## config.mk

```make
export PLATFORM = sky130hd
export DESIGN_NAME = sie_cmd_engine
export DESIGN_NICKNAME = d
export VERILOG_FILES = /design/src/rtl/sie_cmd_pkg.sv /design/src/rtl/sie_phase_timer.sv /design/src/rtl/sie_dev_regs.sv /design/src/rtl/sie_ep_bank.sv /design/src/rtl/sie_cmd_engine.sv
export SDC_FILE = /design/constraint.sdc
export NUM_CORES = 1
export LEC_CHECK = 0
export ABC_AREA = 1
export ABC_CLOCK_PERIOD_IN_PS = 4400
export BUFFER_PORTS_ARGS = -buffer_cell sky130_fd_sc_hd__buf_2
export CORE_ASPECT_RATIO = 0.9
export CORE_MARGIN = 2
export CORE_UTILIZATION = 55
export CTS_CLUSTER_DIAMETER = 120
export DETAILED_ROUTE_END_ITERATION = 8
export PLACE_DENSITY = 0.92
export SYNTH_ARGS = -nofsm -noshare
export SYNTH_HDL_FRONTEND = slang
export SYNTH_SLANG_ARGS = --single-unit
```

## constraint.sdc

```tcl
create_clock -name clk -period 4.4 [get_ports clk]
set_input_delay 0.66 -clock clk [delete_from_list [all_inputs] [get_ports clk]]
set_output_delay 0.66 -clock clk [all_outputs]
set_load 0.02 [all_outputs]
```

## src/rtl/sie_cmd_pkg.sv

```systemverilog
package sie_cmd_pkg;
  // bus register map (word addresses)
  localparam logic [1:0] ADDR_STAT = 2'd0;
  localparam logic [1:0] ADDR_CLR  = 2'd1;
  localparam logic [1:0] ADDR_CODE = 2'd2;
  localparam logic [1:0] ADDR_DATA = 2'd3;

  // flag positions in status / clear registers
  localparam int FLG_EMPTY = 4;
  localparam int FLG_FULL  = 5;

  // phase encodings in bits 15:8 of the code word
  localparam logic [7:0] PH_CMD = 8'h05;
  localparam logic [7:0] PH_WR  = 8'h01;
  localparam logic [7:0] PH_RD  = 8'h02;

  // operation codes
  localparam logic [7:0] OP_SET_ADDR  = 8'hD0;
  localparam logic [7:0] OP_CONFIG    = 8'hD8;
  localparam logic [7:0] OP_DEV_STAT  = 8'hFE;
  localparam logic [7:0] OP_CLR_BUF   = 8'hF2;
  localparam logic [7:0] OP_VALID_BUF = 8'hFA;
  localparam logic [7:0] OP_SEL_BASE  = 8'h00;
  localparam logic [7:0] OP_EPST_BASE = 8'h40;

  typedef enum logic [1:0] {
    PK_NONE = 2'd0,
    PK_CMD  = 2'd1,
    PK_WR   = 2'd2,
    PK_RD   = 2'd3
  } phase_kind_e;

  typedef struct packed {
    logic full;
    logic stall;
    logic dis;
  } ep_state_t;

  function automatic phase_kind_e decode_phase(input logic [7:0] ph);
    case (ph)
      PH_CMD:  return PK_CMD;
      PH_WR:   return PK_WR;
      PH_RD:   return PK_RD;
      default: return PK_NONE;
    endcase
  endfunction
endpackage

```

## src/rtl/sie_phase_timer.sv

```systemverilog
module sie_phase_timer #(
  parameter int DLY = 4
) (
  input  logic clk,
  input  logic rst_n,
  input  logic start,
  output logic busy,
  output logic done
);
  localparam int CW = (DLY < 2) ? 1 : $clog2(DLY + 1);
  localparam logic [CW-1:0] LOAD = CW'(DLY - 1);

  logic [CW-1:0] cnt_q;
  logic          busy_q;

  always_ff @(posedge clk or negedge rst_n) begin
    if (!rst_n) begin
      busy_q <= 1'b0;
      cnt_q  <= '0;
    end else if (busy_q) begin
      if (cnt_q == '0) busy_q <= 1'b0;
      else             cnt_q  <= cnt_q - 1'b1;
    end else if (start) begin
      busy_q <= 1'b1;
      cnt_q  <= LOAD;
    end
  end

  assign busy = busy_q;
  assign done = busy_q && (cnt_q == '0);
endmodule

```

## src/rtl/sie_dev_regs.sv

```systemverilog
module sie_dev_regs
  import sie_cmd_pkg::*;
(
  input  logic       clk,
  input  logic       rst_n,
  input  logic       wr_done,
  input  logic [7:0] last_cmd,
  input  logic [7:0] wbyte,
  output logic [6:0] dev_addr,
  output logic       dev_addr_en,
  output logic       dev_configured,
  output logic       dev_connect
);
  always_ff @(posedge clk or negedge rst_n) begin
    if (!rst_n) begin
      dev_addr       <= '0;
      dev_addr_en    <= 1'b0;
      dev_configured <= 1'b0;
      dev_connect    <= 1'b0;
    end else if (wr_done) begin
      case (last_cmd)
        OP_SET_ADDR: begin
          dev_addr    <= wbyte[6:0];
          dev_addr_en <= wbyte[7];
        end
        OP_CONFIG:   dev_configured <= wbyte[0];
        OP_DEV_STAT: dev_connect    <= wbyte[0];
        default: ;
      endcase
    end
  end
endmodule

```

## src/rtl/sie_ep_bank.sv

```systemverilog
module sie_ep_bank
  import sie_cmd_pkg::*;
#(
  parameter int NUM_EP = 4
) (
  input  logic       clk,
  input  logic       rst_n,
  input  logic       cmd_done,
  input  logic       wr_done,
  input  logic       clrbuf_done,
  input  logic [7:0] cmd_code,
  input  logic [7:0] last_cmd,
  input  logic [7:0] wbyte,
  output logic [7:0] sel_status,
  output logic [7:0] clrbuf_status
);
  localparam int SW = (NUM_EP > 1) ? $clog2(NUM_EP) : 1;
  localparam logic [7:0] EP_LIMIT = 8'(NUM_EP);

  logic [SW-1:0]     sel_q;
  logic [NUM_EP-1:0] full_v;
  logic [NUM_EP-1:0] stall_v;

  logic [7:0] sel_off;
  logic [7:0] epst_off;
  logic       sel_hit;
  logic       validate;
  logic       epst_hit;
  logic       cond_ctl;

  assign sel_off  = cmd_code - OP_SEL_BASE;
  assign epst_off = last_cmd - OP_EPST_BASE;
  assign sel_hit  = cmd_done && (sel_off < EP_LIMIT);
  assign validate = cmd_done && (cmd_code == OP_VALID_BUF);
  assign epst_hit = wr_done && (epst_off < EP_LIMIT);
  assign cond_ctl = epst_hit && wbyte[7] && (epst_off < 8'd2);

  always_ff @(posedge clk or negedge rst_n) begin
    if (!rst_n)       sel_q <= '0;
    else if (sel_hit) sel_q <= sel_off[SW-1:0];
  end

  for (genvar i = 0; i < NUM_EP; i++) begin : g_ep
    localparam bit IS_CTL = (i < 2);
    ep_state_t st_q;
    logic      tgt;
    logic      here;

    assign tgt  = epst_hit && (epst_off == 8'(i));
    assign here = (sel_q == SW'(i));

    always_ff @(posedge clk or negedge rst_n) begin
      if (!rst_n) begin
        st_q <= '0;
      end else begin
        if (tgt) begin
          st_q.stall <= wbyte[0] | (wbyte[7] & IS_CTL);
          st_q.dis   <= wbyte[5];
          if (wbyte == 8'h00) st_q.full <= 1'b0;
        end else if (cond_ctl && IS_CTL) begin
          st_q.stall <= 1'b1;
        end
        if (validate && here && !st_q.dis) st_q.full <= 1'b1;
        else if (clrbuf_done && here)      st_q.full <= 1'b0;
      end
    end

    assign full_v[i]  = st_q.full;
    assign stall_v[i] = st_q.stall;
  end

  logic cur_full;
  logic cur_stall;
  assign cur_full  = full_v[sel_q];
  assign cur_stall = stall_v[sel_q];

  assign sel_status    = {1'b0, cur_full, 3'b000, cur_stall, cur_full};
  assign clrbuf_status = {7'b0, cur_full};
endmodule

```

## src/rtl/sie_cmd_engine.sv

```systemverilog
module sie_cmd_engine
  import sie_cmd_pkg::*;
#(
  parameter int NUM_EP = 4,
  parameter int DLY    = 4
) (
  input  logic        clk,
  input  logic        rst_n,
  input  logic        bus_wr,
  input  logic [1:0]  bus_addr,
  input  logic [31:0] bus_wdata,
  output logic [31:0] bus_rdata,
  output logic        cmd_empty,
  output logic        data_full,
  output logic [6:0]  dev_addr,
  output logic        dev_addr_en,
  output logic        dev_configured,
  output logic        dev_connect
);
  localparam logic [7:0] EP_LIMIT = 8'(NUM_EP);

  phase_kind_e in_kind;
  logic        accept;
  logic        busy;
  logic        done;

  phase_kind_e pend_kind;
  logic [7:0]  pend_byte;
  logic [7:0]  last_cmd;
  logic        cmd_seen;
  logic [7:0]  cmd_data_q;
  logic        empty_q;
  logic        full_q;

  assign in_kind = decode_phase(bus_wdata[15:8]);
  assign accept  = bus_wr && (bus_addr == ADDR_CODE) && !busy && (in_kind != PK_NONE);

  sie_phase_timer #(.DLY(DLY)) u_timer (
    .clk  (clk),
    .rst_n(rst_n),
    .start(accept),
    .busy (busy),
    .done (done)
  );

  always_ff @(posedge clk or negedge rst_n) begin
    if (!rst_n) begin
      pend_kind <= PK_NONE;
      pend_byte <= '0;
    end else if (accept) begin
      pend_kind <= in_kind;
      pend_byte <= bus_wdata[23:16];
    end
  end

  logic cmd_done;
  logic wr_done;
  logic readable;
  logic rd_done;
  logic clrbuf_done;

  assign cmd_done = done && (pend_kind == PK_CMD);
  assign wr_done  = done && (pend_kind == PK_WR);
  assign readable = (pend_byte == OP_DEV_STAT) || (pend_byte == OP_CLR_BUF) ||
                    ((pend_byte - OP_SEL_BASE) < EP_LIMIT);
  assign rd_done  = done && (pend_kind == PK_RD) && cmd_seen &&
                    (pend_byte == last_cmd) && readable;
  assign clrbuf_done = rd_done && (pend_byte == OP_CLR_BUF);

  always_ff @(posedge clk or negedge rst_n) begin
    if (!rst_n) begin
      last_cmd <= '0;
      cmd_seen <= 1'b0;
    end else if (cmd_done) begin
      last_cmd <= pend_byte;
      cmd_seen <= 1'b1;
    end
  end

  sie_dev_regs u_dev (
    .clk           (clk),
    .rst_n         (rst_n),
    .wr_done       (wr_done),
    .last_cmd      (last_cmd),
    .wbyte         (pend_byte),
    .dev_addr      (dev_addr),
    .dev_addr_en   (dev_addr_en),
    .dev_configured(dev_configured),
    .dev_connect   (dev_connect)
  );

  logic [7:0] sel_status;
  logic [7:0] clrbuf_status;

  sie_ep_bank #(.NUM_EP(NUM_EP)) u_eps (
    .clk          (clk),
    .rst_n        (rst_n),
    .cmd_done     (cmd_done),
    .wr_done      (wr_done),
    .clrbuf_done  (clrbuf_done),
    .cmd_code     (pend_byte),
    .last_cmd     (last_cmd),
    .wbyte        (pend_byte),
    .sel_status   (sel_status),
    .clrbuf_status(clrbuf_status)
  );

  logic [7:0] rd_byte;
  always_comb begin
    case (pend_byte)
      OP_DEV_STAT: rd_byte = {7'b0, dev_connect};
      OP_CLR_BUF:  rd_byte = clrbuf_status;
      default:     rd_byte = sel_status;
    endcase
  end

  logic clr_wr;
  assign clr_wr = bus_wr && (bus_addr == ADDR_CLR);

  always_ff @(posedge clk or negedge rst_n) begin
    if (!rst_n) begin
      empty_q    <= 1'b0;
      full_q     <= 1'b0;
      cmd_data_q <= '0;
    end else begin
      if (cmd_done || wr_done)             empty_q <= 1'b1;
      else if (clr_wr && bus_wdata[FLG_EMPTY]) empty_q <= 1'b0;
      if (rd_done)                         full_q  <= 1'b1;
      else if (clr_wr && bus_wdata[FLG_FULL])  full_q  <= 1'b0;
      if (rd_done) cmd_data_q <= rd_byte;
    end
  end

  assign cmd_empty = empty_q;
  assign data_full = full_q;

  always_comb begin
    bus_rdata = '0;
    case (bus_addr)
      ADDR_STAT: begin
        bus_rdata[FLG_EMPTY] = empty_q;
        bus_rdata[FLG_FULL]  = full_q;
      end
      ADDR_DATA: bus_rdata[7:0] = cmd_data_q;
      default: ;
    endcase
  end
endmodule

```

==> Word-level counts from Yosys, hierarchy flattened <==
Index checks and enable logic that the tools add are counted.
{ "word_totals": {"register_bits": 57, "input_bits": 37, "elab_cells": 161} }
{ "op_classes": {"add_sub_neg": 2, "order_cmp": 4, "eq_ne": 23, "muxes": 35, "bitwise": 1, "n_reduce_logical": 70} }
{ "op_table": {"columns": ["op", "n"], "rows": [
  ["== test 8 bit (second input constant)", 6],
  ["logical AND 1 bit", 35],
  ["== test 8 x 2 -> 1 bit (second input constant)", 3],
  ["nonzero test 3 bit", 8],
  ["2-to-1 mux 1 bit", 23],
  ["== test 8 x 1 -> 1 bit (second input constant)", 2],
  ["zero test 8 bit", 2],
  ["less-than comparator 8 x 3 -> 1 bit (second input constant)", 2],
  ["AND reduction 2 bit", 8],
  ["2-to-1 mux 3 bit", 5],
  ["== test 2 bit (second input constant)", 6],
  ["case mux 6 bit (2 select lines)", 1],
  ["nonzero test 2 bit", 6],
  ["== test 8 x 3 -> 1 bit (second input constant)", 1],
  ["== test 8 bit", 1],
  ["less-than comparator 8 x 2 -> 1 bit (second input constant)", 1],
  ["subtractor 8 x 7 -> 8 bit (second input constant)", 1],
  ["== test 2 x 1 -> 1 bit (second input constant)", 3],
  ["case mux 2 bit (3 select lines)", 1],
  ["zero test 1 bit", 5],
  ["binary-select mux 1 bit (select 2 bit)", 2],
  ["zero test 2 bit", 2],
  ["2-to-1 mux 4 bit", 1],
  ["case mux 2 bit (2 select lines)", 1],
  ["7 further kinds", 9]
]} }

==> Depth between registers and ports, before layout <==
Gate-level depths: netlist of run 1.
{ "depth": {"word_depth": 10, "depth_mapped": 12, "ltp_nobuf": 12} }

==> Cells and area by module <==
Synthesis of run 1 repeated with hierarchy kept, for this count alone.
{ "hier_totals": {"hier_cells": 521, "hier_area_um2": 3814.9} }
{ "modules_own_cells": {"columns": ["mod", "instances", "cells_per_inst", "area_per_inst_um2"], "rows": [
  ["sie_cmd_engine", 1, 273, 1989.4],
  ["sie_ep_bank", 1, 158, 1086.0],
  ["sie_dev_regs", 1, 62, 520.5],
  ["sie_phase_timer", 1, 28, 219.0]
]} }

==> Worst setup path before layout of run 1 <==
Ideal clock, no wire load.
{ "synth_path": {"path_type": "input to output", "startpoint": "input bus_addr[0]", "endpoint": "output bus_rdata[5]", "arrival_time_ns": 1.340, "setup_slack_ns": 2.400, "stages": 3, "cell_sequence": "inv_1 > ha_1 > a21oi_1"} }
{ "synth_between": {"elab_chain_cells": 2, "word_cells_on_any_way": 3} }
{ "synth_rtl": {"columns": ["item", "line", "text"], "rows": [
  ["from (decl)", "sie_cmd_engine.sv:10", "input logic [1:0] bus_addr,"],
  ["== test 2 bit or zero test 2 bit (tied branches)", "sie_cmd_engine.sv:139", "case (bus_addr)"],
  ["case mux 2 bit (2 select lines) *", "sie_cmd_engine.sv:139", null],
  ["to (decl)", "sie_cmd_engine.sv:12", "output logic [31:0] bus_rdata,"]
]} }
Every way passes the cells marked *; elsewhere a longest branch is shown, timed or not.

==> Worst setup path in the final report of run 1 <==
Same ends and word-level chain as after synthesis.

==> results of run 1 <==
kinds of logic (layout without fill, tap and decap cells):
logic type / count (synthesis) / in the layout / share of synthesized area
flip-flops: 52 / 52 / 0.4444
multiplexers: 1 / 1 / 0.003419
XOR/XNOR: 2 / 2 / 0.005984
AND/OR/NAND/NOR: 174 / 174 / 0.2727
AO/OA/AOI/OAI: 50 / 50 / 0.09872
buffers and inverters: 82 / 95 / 0.1479
other: 1 / 28 / 0.001281
adder cells (fa/ha/maj): 6 / 6 / 0.02564
Yosys cell counts:
| cell type | count | area [µm²] |
|---|---|---|
| nand3b_1 | 2 | 15.01 |
| mux2i_1 | 1 | 10.01 |
| xor2_1 | 2 | 17.52 |
| a22oi_1 | 1 | 7.510 |
| nand2_4 | 1 | 11.26 |
| a21oi_1 | 6 | 30.03 |
| a22o_1 | 1 | 8.760 |
| dfrtp_1 | 52 | 1301 |
| o22ai_1 | 1 | 6.260 |
| o21ai_1 | 4 | 20.02 |
| nor3_1 | 2 | 10.01 |
| nand4_2 | 1 | 12.51 |
| o21ai_0 | 28 | 140.1 |
| ha_1 | 6 | 75.07 |
| nor4_4 | 1 | 21.27 |
| buf_4 | 29 | 217.7 |
| or2_2 | 1 | 6.260 |
| nand4_4 | 1 | 21.27 |
| nor2_1 | 28 | 105.1 |
| buf_6 | 2 | 22.52 |
| nand3_1 | 21 | 105.1 |
| inv_2 | 1 | 3.750 |
| or2_1 | 1 | 6.260 |
| nand3_2 | 1 | 10.01 |
| nor4_1 | 1 | 6.260 |
| inv_1 | 48 | 180.2 |
| clkbuf_1 | 1 | 3.750 |
| nor3_2 | 1 | 10.01 |
| nand4_1 | 7 | 43.79 |
| buf_2 | 1 | 5.000 |
| nand2_1 | 101 | 379.1 |
| nor2_4 | 2 | 22.52 |
| nor2_2 | 1 | 6.260 |
| o21ai_2 | 8 | 70.07 |
| nand2_2 | 1 | 6.260 |
| a31oi_1 | 1 | 6.260 |
| conb_1 | 1 | 3.750 |
per-stage QoR:
stage / power, mW / utilization / instances / area (µm²) / hold WS (ns)
floorplan: 0.5782 / - / 395 / 3029 / 0.3644
global placement: 0.5884 / 0.5882 / 467 / 3054 / 0.4619
detailed placement: 0.5920 / 0.5882 / 467 / 3054 / 0.4562
CTS: 0.8682 / 0.6063 / 475 / 3148 / 0.4857
global route: 0.9043 / 0.6063 / 475 / 3148 / 0.4967
finish: 0.8654 / 0.6063 / 475 / 3148 / 0.4803
report_power, final:
part | leakage, nW | switching, mW | internal, mW | total (mW)
logic | 0.955 | 0.0658 | 0.0212 | 0.0870
clock network | 0.0445 | 0.155 | 0.128 | 0.283
registers | 0.687 | 0.00939 | 0.486 | 0.496
total | 1.69 | 0.230 | 0.636 | 0.865
flip-flops by register name (all words and copies together) (netlist names), 3 cells and up:
signal           cells
u_eps.g_ep.st_q      8
pend_byte            8
u_eps.full_v         4
u_timer.cnt_q        3
cmd_data_q           3
last_cmd             8
u_dev.dev_addr       7
critical path, stage by stage:
cell and delay (ns):
buf_2 0.11, inv_1 0.06, ha_1 0.30, a21oi_1 0.13, buf_2 0.18
final cells by class:
| type | instances | area [µm²] |
|---|---|---|
| Clock inverter | 1 | 7.507 |
| Multi-Input combinational cell | 261 | 1295 |
| Sequential cell | 52 | 1301 |
| Tap cell | 67 | 83.83 |
| Timing Repair Buffer | 38 | 190.2 |
| Clock buffer | 7 | 86.33 |
| Fill cell | 472 | 2044 |
| Inverter | 49 | 183.9 |
metal layers:
layer | vias to the layer above | routed length, µm | track usage | part of all wire
met4 | 0 | 72 | 0.08098 | 0.013
met2 | 49 | 2847 | 0.3655 | 0.50
li1 | 1189 | - | - | -
met3 | 9 | 234 | 0.04579 | 0.041
met1 | 1115 | 2578 | 0.2819 | 0.45
met5 | - | 0 | 0 | 0
worst min-delay path by stage:
stage / slack [ns] / endpoint / cells past startpoint
global route: 0.50 / cmd_seen$_DFFE_PN0P_ / 1
floorplan: 0.36 / cmd_data_q[0]$_DFFE_PN0P_ / 0
global placement: 0.46 / u_dev.dev_addr[6]$_DFFE_PN0P_ / 2
detailed placement: 0.46 / cmd_seen$_DFFE_PN0P_ / 1
CTS: 0.49 / cmd_seen$_DFFE_PN0P_ / 1
finish: 0.48 / cmd_seen$_DFFE_PN0P_ / 1
==> metrics.cfg, run 1 <==
[sta]
setup_viol = 0
timing.final.ws_setup_ns = 2.293
fin_crit_ns = 2.107
timing.final.crit_share = 0.4788
rsz0062_at_grt = false
fmax_mhz = 474.7
timing.slew.headroom = 0.2622
worst_slew_pin_slew_ns = 1.107
setup_tns_ns = 0
hold_viol = 0
fin_worst_skew_ns = 0.006861
slew_viol_final = 0

[pwr]
vdd_drop_max_mv = 0.2420
pwr_density_cell_nw_per_um2 = 274.9
p_leak_nw = 1.687

[clocking]
post_cts_resized = 0
h-tree-depth = 2
holdBufCountCts = 0
cts_tree = built
clock-sinks = 52
clock_latency_ns = 0.31
cts.reportedPaths.clkPinSlew_ns = 0.08
post_cts_buffers = 0
cts_max_path_buffers = 2
cts-root-buf = clkbuf_8
numCtsBuffers = 5

[critical_path]
critical_path.max_fanout = 3
cp-start-kind = input port
startpoint = bus_addr[0]
path_class = in -> out
cp-endpoint = bus_rdata[5]
r2r-start = u_timer.cnt_q[0]$_DFFE_PN0P_
cp-end-kind = output port
rr_endpoint = u_eps.full_v[2]$_DFFE_PN0P_
reg2reg_slack_ns = 2.39
critPathArrivalTime_ns = 1.45
cp.required_ns = 3.74
reg2reg_depth = 11

[grt]
antenna_found_initial = 0
track_usage = 0.2189
grt_pass1_vias = 2307
grt_overflow = 0
grt_pass1_wl_um = 10030
grt_start_max_net_pins = 53

[synth]
synthCells = 368
yosysSeqAreaShare = 0.4444
synth_area_um2 = 2928
ys_types = 37
synth.avg_cell_area_um2 = 7.956
yosysWarnings = 0
yosys_register_bits = 52

[placement]
place.gp.congestion = 0.9065
place_ws_ns = 2.293
io_buffers = 38
place_hpwl_um = 4386

[floorplan]
rows = 25
dieArea_um2 = 5923
core_um2 = 5192
start_util = 0.5639
die_w_um = 80.91
io_pins = 81
die_y_um = 73.22

[routing]
wirelength_um = 5732
vias_per_cell = 4.973
routedWlPerCell_um = 12.07
ant_nets = 0
dr.pass1.iters = 4
route.detailed.drc = 0
drt-initial-drc-count = 158
num_vias = 2362

[hold_path]
min_from = cmd_seen$_DFFE_PN0P_
hold_class = reg -> reg

[final_layout]
final_common_cell = nand2_1
antenna_cells = 0
area_growth_syn_to_layout_pct = 7.521
drive_above_1_share = 0.1593
final_cell_mix = nand2_1 (101), dfrtp_1 (52), inv_1 (48), buf_2 (38)
final_nets = 450

[run]
cap_violations = 0

[outcome]
status = finished, final reports clean

Power figures use the tool's default switching activity.
==> run 2, diff against run 1 <==
Settings changed: ABC_CLOCK_PERIOD_IN_PS 4400 to 2100, CORE_UTILIZATION 55 to 52, PLACE_DENSITY 0.92 to 0.88.
Clock period 4.4 ns to 2.1 ns, I/O delays scaled along.
==> metrics.cfg, run 2 (synthesized netlist as in run 1, its figures left out) <==
[critical_path]
r2r-start = u_timer.cnt_q[0]$_DFFE_PN0P_
critPathArrivalTime_ns = 2.08
startpoint = u_timer.cnt_q[0]$_DFFE_PN0P_
cp.required_ns = 2.30
cp-start-kind = flip-flop
cp-end-kind = flip-flop
critical_path.max_fanout = 8
path_class = reg -> reg

[sta]
holdWs_ns = 0.02047
fin_crit_ns = 1.881
fmax_mhz = 531.6
setup_viol = 0
slew_viol_final = 0
timing.slew.headroom = 0.5737
worst_slew_pin_slew_ns = 0.6395
hold_viol = 0
timing.final.ws_setup_ns = 0.2189
setup_tns_ns = 0
rsz0062_at_grt = false
fin_worst_skew_ns = 0.007833
timing.final.crit_share = 0.8957

[final_layout]
top_regs = last_cmd (8), pend_byte (8), u_eps.g_ep.st_q (8)
drive_above_1_share = 0.1655
final_common_cell = nand2_1
area_growth_syn_to_layout_pct = 8.718
fin_util = 0.5951
final_nets = 453
fin_area_um2 = 3183
antenna_cells = 0
final_cell_mix = nand2_1 (101), dfrtp_1 (52), inv_1 (48), buf_2 (38)

[outcome]
status = finished, final reports clean

[routing]
routedWlPerCell_um = 12.17
dr.pass1.iters = 4
route.detailed.drc = 0
drt-initial-drc-count = 119
vias_per_cell = 4.944
num_vias = 2363
ant_nets = 0
wirelength_um = 5815

[grt]
track_usage = 0.1966
grt_overflow = 0
antenna_found_initial = 0
grt_pass1_wl_um = 9584
grt_start_max_net_pins = 28
grt_pass1_vias = 2116

[clocking]
post_cts_buffers = 0
post_cts_resized = 0
cts_tree = built
h-tree-depth = 2
clock-sinks = 52
cts.reportedPaths.clkPinSlew_ns = 0.09
holdBufCountCts = 0
cts_max_path_buffers = 2
clock_latency_ns = 0.30
cts-root-buf = clkbuf_8
numCtsBuffers = 5

[placement]
place_ws_ns = 0.2451
place_hpwl_um = 4580
place.gp.congestion = 0.9124
place_area_um2 = 3089
io_buffers = 38

[floorplan]
rows = 25
io_pins = 81
dieArea_um2 = 6248
die_y_um = 75.19
start_util = 0.5474
core_um2 = 5349
die_w_um = 83.10

[run]
cap_violations = 0

[pwr]
vdd_drop_max_mv = 0.4947
pwr_density_cell_nw_per_um2 = 569.5
p_leak_nw = 1.706

[hold_path]
hold_class = in -> async

==> run 2: cell count changes in the layout (fill, tap and decap cells not counted), sizes merged <==
cell,previous run,this run
buf,38,41
==> run 2: worst paths after layout <==
| kind | end | slack (ns) | cells after the start |
|---|---|---|---|
| max | u_eps.full_v[2]$_DFFE_PN0P_ | 0.22 | 12 |
| min | u_timer.cnt_q[1]$_DFFE_PN0P_ | 0.02 | 1 |
| max reg2reg | u_eps.full_v[2]$_DFFE_PN0P_ | 0.22 | 12 |
| min reg2reg | u_dev.dev_addr[5]$_DFFE_PN0P_ | 0.48 | 2 |
| max in group asynchronous | u_dev.dev_addr[1]$_DFFE_PN0P_ | 1.52 | 2 |
| min in group clk | pend_byte[6]$_DFFE_PN0P_ | 0.21 | 3 |
==> run 2: cell type report <==
class / count / area (µm²)
repair buffers: 41 / 225.2
clock inverters: 1 / 7.507
flip-flops and latches: 52 / 1301
well taps: 67 / 83.83
inverters: 49 / 183.9
fillers: 480 / 2166
clock buffers: 7 / 86.33
multi-input cells: 261 / 1295
==> run 2: per-stage QoR <==
stage          power, mW  instances
2_1_floorplan      1.212        395
3_5_place_dp       1.249        470
6_report           1.813        478
3_3_place_gp       1.241        470
5_1_grt            1.892        478
4_1_cts            1.831        478
==> run 2: power breakdown <==
group          internal, mW  switching [mW]
combinational        0.0499           0.140
clock                 0.268           0.316
sequential             1.02          0.0196
total                  1.34           0.476
==> run 2: metal layers <==
layer,vias up,track usage,wire length (µm)
met5,-,0,0
met2,72,0.3468,2822
met4,0,0.05829,82
met1,1089,0.2463,2573
met3,7,0.04715,336
li1,1195,-,-
==> run 2: critical path: stages, from the launching register on <==
cell	delay [ns]
dfrtp_1	0.37
inv_1	0.09
ha_1	0.16
ha_1	0.16
nand2_1	0.05
inv_1	0.09
nand2_1	0.14
nor2_4	0.25
nand2_2	0.11
o21ai_0	0.16
inv_1	0.07
nand2_1	0.07
nand2_1	0.05
==> run 3, diff against run 2 <==
Settings changed: ABC_CLOCK_PERIOD_IN_PS 2100 to 2200, CORE_UTILIZATION 52 to 55, PLACE_DENSITY 0.88 to 0.92.
Clock period 2.1 ns to 2.2 ns, I/O delays scaled along.
==> metrics.cfg, run 3 (synthesized netlist as in run 1, its figures left out) <==
[outcome]
status = finished, final reports clean

[routing]
drt-initial-drc-count = 301
routedWlPerCell_um = 12.58
route.detailed.drc = 0
wirelength_um = 6012
vias_per_cell = 5.119
dr.pass1.iters = 6
num_vias = 2447
ant_nets = 0

[final_layout]
fin_area_um2 = 3201
top_regs = last_cmd (8), pend_byte (8), u_eps.g_ep.st_q (8)
final_cell_mix = nand2_1 (101), dfrtp_1 (52), inv_1 (48), buf_2 (38)
drive_above_1_share = 0.1679
seq_area_um2 = 1301
fill_cells = 455
final_common_cell = nand2_1
final_nets = 453
area_growth_syn_to_layout_pct = 9.316
fin_util = 0.6164
antenna_cells = 0
multiInputGateArea_um2 = 1295

[hold_path]
hold_class = in -> async

[sta]
timing.final.crit_share = 0.8665
fmax_mhz = 524.6
fin_crit_ns = 1.906
hold_viol = 0
timing.slew.headroom = 0.6209
fin_worst_skew_ns = 0.009907
setup_tns_ns = 0
rsz0062_at_grt = false
holdWs_ns = 0.003247
worst_slew_pin_slew_ns = 0.5686
slew_viol_final = 0
setup_viol = 0

[floorplan]
start_util = 0.5639
rows = 25
die_y_um = 73.22
core_um2 = 5192
dieArea_um2 = 5923
io_pins = 81
die_w_um = 80.91

[critical_path]
cp-start-kind = flip-flop
critPathArrivalTime_ns = 2.11
reg2reg_depth = 12
path_class = reg -> reg
cp.required_ns = 2.40
cp-end-kind = flip-flop
critical_path.max_fanout = 8

[grt]
grt_pass1_wl_um = 10580
grt_pass1_vias = 2422
use_met2 = 0.3884
track_usage = 0.2320
grt_busiest_layer = met2
gr-usage-met3 = 0.04208
met1_usage = 0.2943
grt_start_max_net_pins = 28
grt_overflow = 0
antenna_found_initial = 0

[clocking]
holdBufCountCts = 0
cts-root-buf = clkbuf_8
clock-sinks = 52
cts.reportedPaths.clkPinSlew_ns = 0.10
post_cts_resized = 0
cts_max_path_buffers = 2
clock_latency_ns = 0.31
h-tree-depth = 2
cts_tree = built
numCtsBuffers = 5
post_cts_buffers = 0

[placement]
place_hpwl_um = 4586
place.gp.congestion = 0.8851
io_buffers = 38
place_area_um2 = 3089

[pwr]
pwr_density_cell_nw_per_um2 = 567.8
p_leak_nw = 1.715
vdd_drop_max_mv = 0.4925

[run]
cap_violations = 0

==> run 3: changes by cell type in the layout (fill, tap and decap cells not counted) <==
cell	before	now
clkbuf_8	6	5
clkinv_2	0	1
bufinv_16	0	1
clkbuf_1	1	0
==> run 3: area by class of cell <==
cell class | count | share of cell area
multi-input combinational | 261 | 0.4046
clock inverter | 3 | 0.01329
inverter | 49 | 0.05747
clock buffer | 5 | 0.02150
timing repair buffer | 41 | 0.07037
tap | 67 | 0.02619
sequential | 52 | 0.4066
==> run 3: where the power goes <==
group          switching (mW)  internal (mW)
logic                   0.133         0.0478
clock network           0.307          0.337
registers              0.0197          0.973
==> run 3: per-stage QoR <==
| stage | setup WS [ns] | std cells | power (mW) |
|---|---|---|---|
| after floorplan | 0.5785 | 395 | 1.156 |
| after global placement | 0.3926 | 470 | 1.183 |
| final | 0.2936 | 478 | 1.817 |
| after detailed placement | 0.2920 | 470 | 1.192 |
| after global routing | 0.05569 | 478 | 1.902 |
| after CTS | 0.2853 | 478 | 1.827 |
==> run 3: metal layers <==
metal	routed length, µm	vias to the layer above
met5	0	-
met4	87	0
met3	360	15
met2	3001	105
met1	2563	1137
li1	-	1190
==> run 3: critical path: stages (launching register included) <==
cell and delay [ns]:
dfrtp_1 0.37, inv_1 0.09, ha_1 0.15, ha_1 0.16, nand2_1 0.05, inv_1 0.12
nand2_1 0.17, nor2_4 0.24, nand2_1 0.16, o21ai_1 0.15, inv_1 0.05, nand2_1 0.05
nand2_1 0.04
==> run 3: final timing paths <==
| kind | to | from | slack (ns) |
|---|---|---|---|
| worst max register to register | u_eps.full_v[0]$_DFFE_PN0P_ | u_timer.cnt_q[0]$_DFFE_PN0P_ | 0.29 |
| min in group clk | pend_byte[4]$_DFFE_PN0P_ | bus_wdata[20] | 0.23 |
| worst max-delay path | u_eps.full_v[0]$_DFFE_PN0P_ | u_timer.cnt_q[0]$_DFFE_PN0P_ | 0.29 |
| max in group asynchronous | cmd_data_q[1]$_DFFE_PN0P_ | rst_n | 1.65 |
| worst min-delay path | u_dev.dev_addr_en$_DFFE_PN0P_ | rst_n | 0.003 |
| worst min register to register | u_dev.dev_addr[5]$_DFFE_PN0P_ | u_dev.dev_addr[5]$_DFFE_PN0P_ | 0.48 |
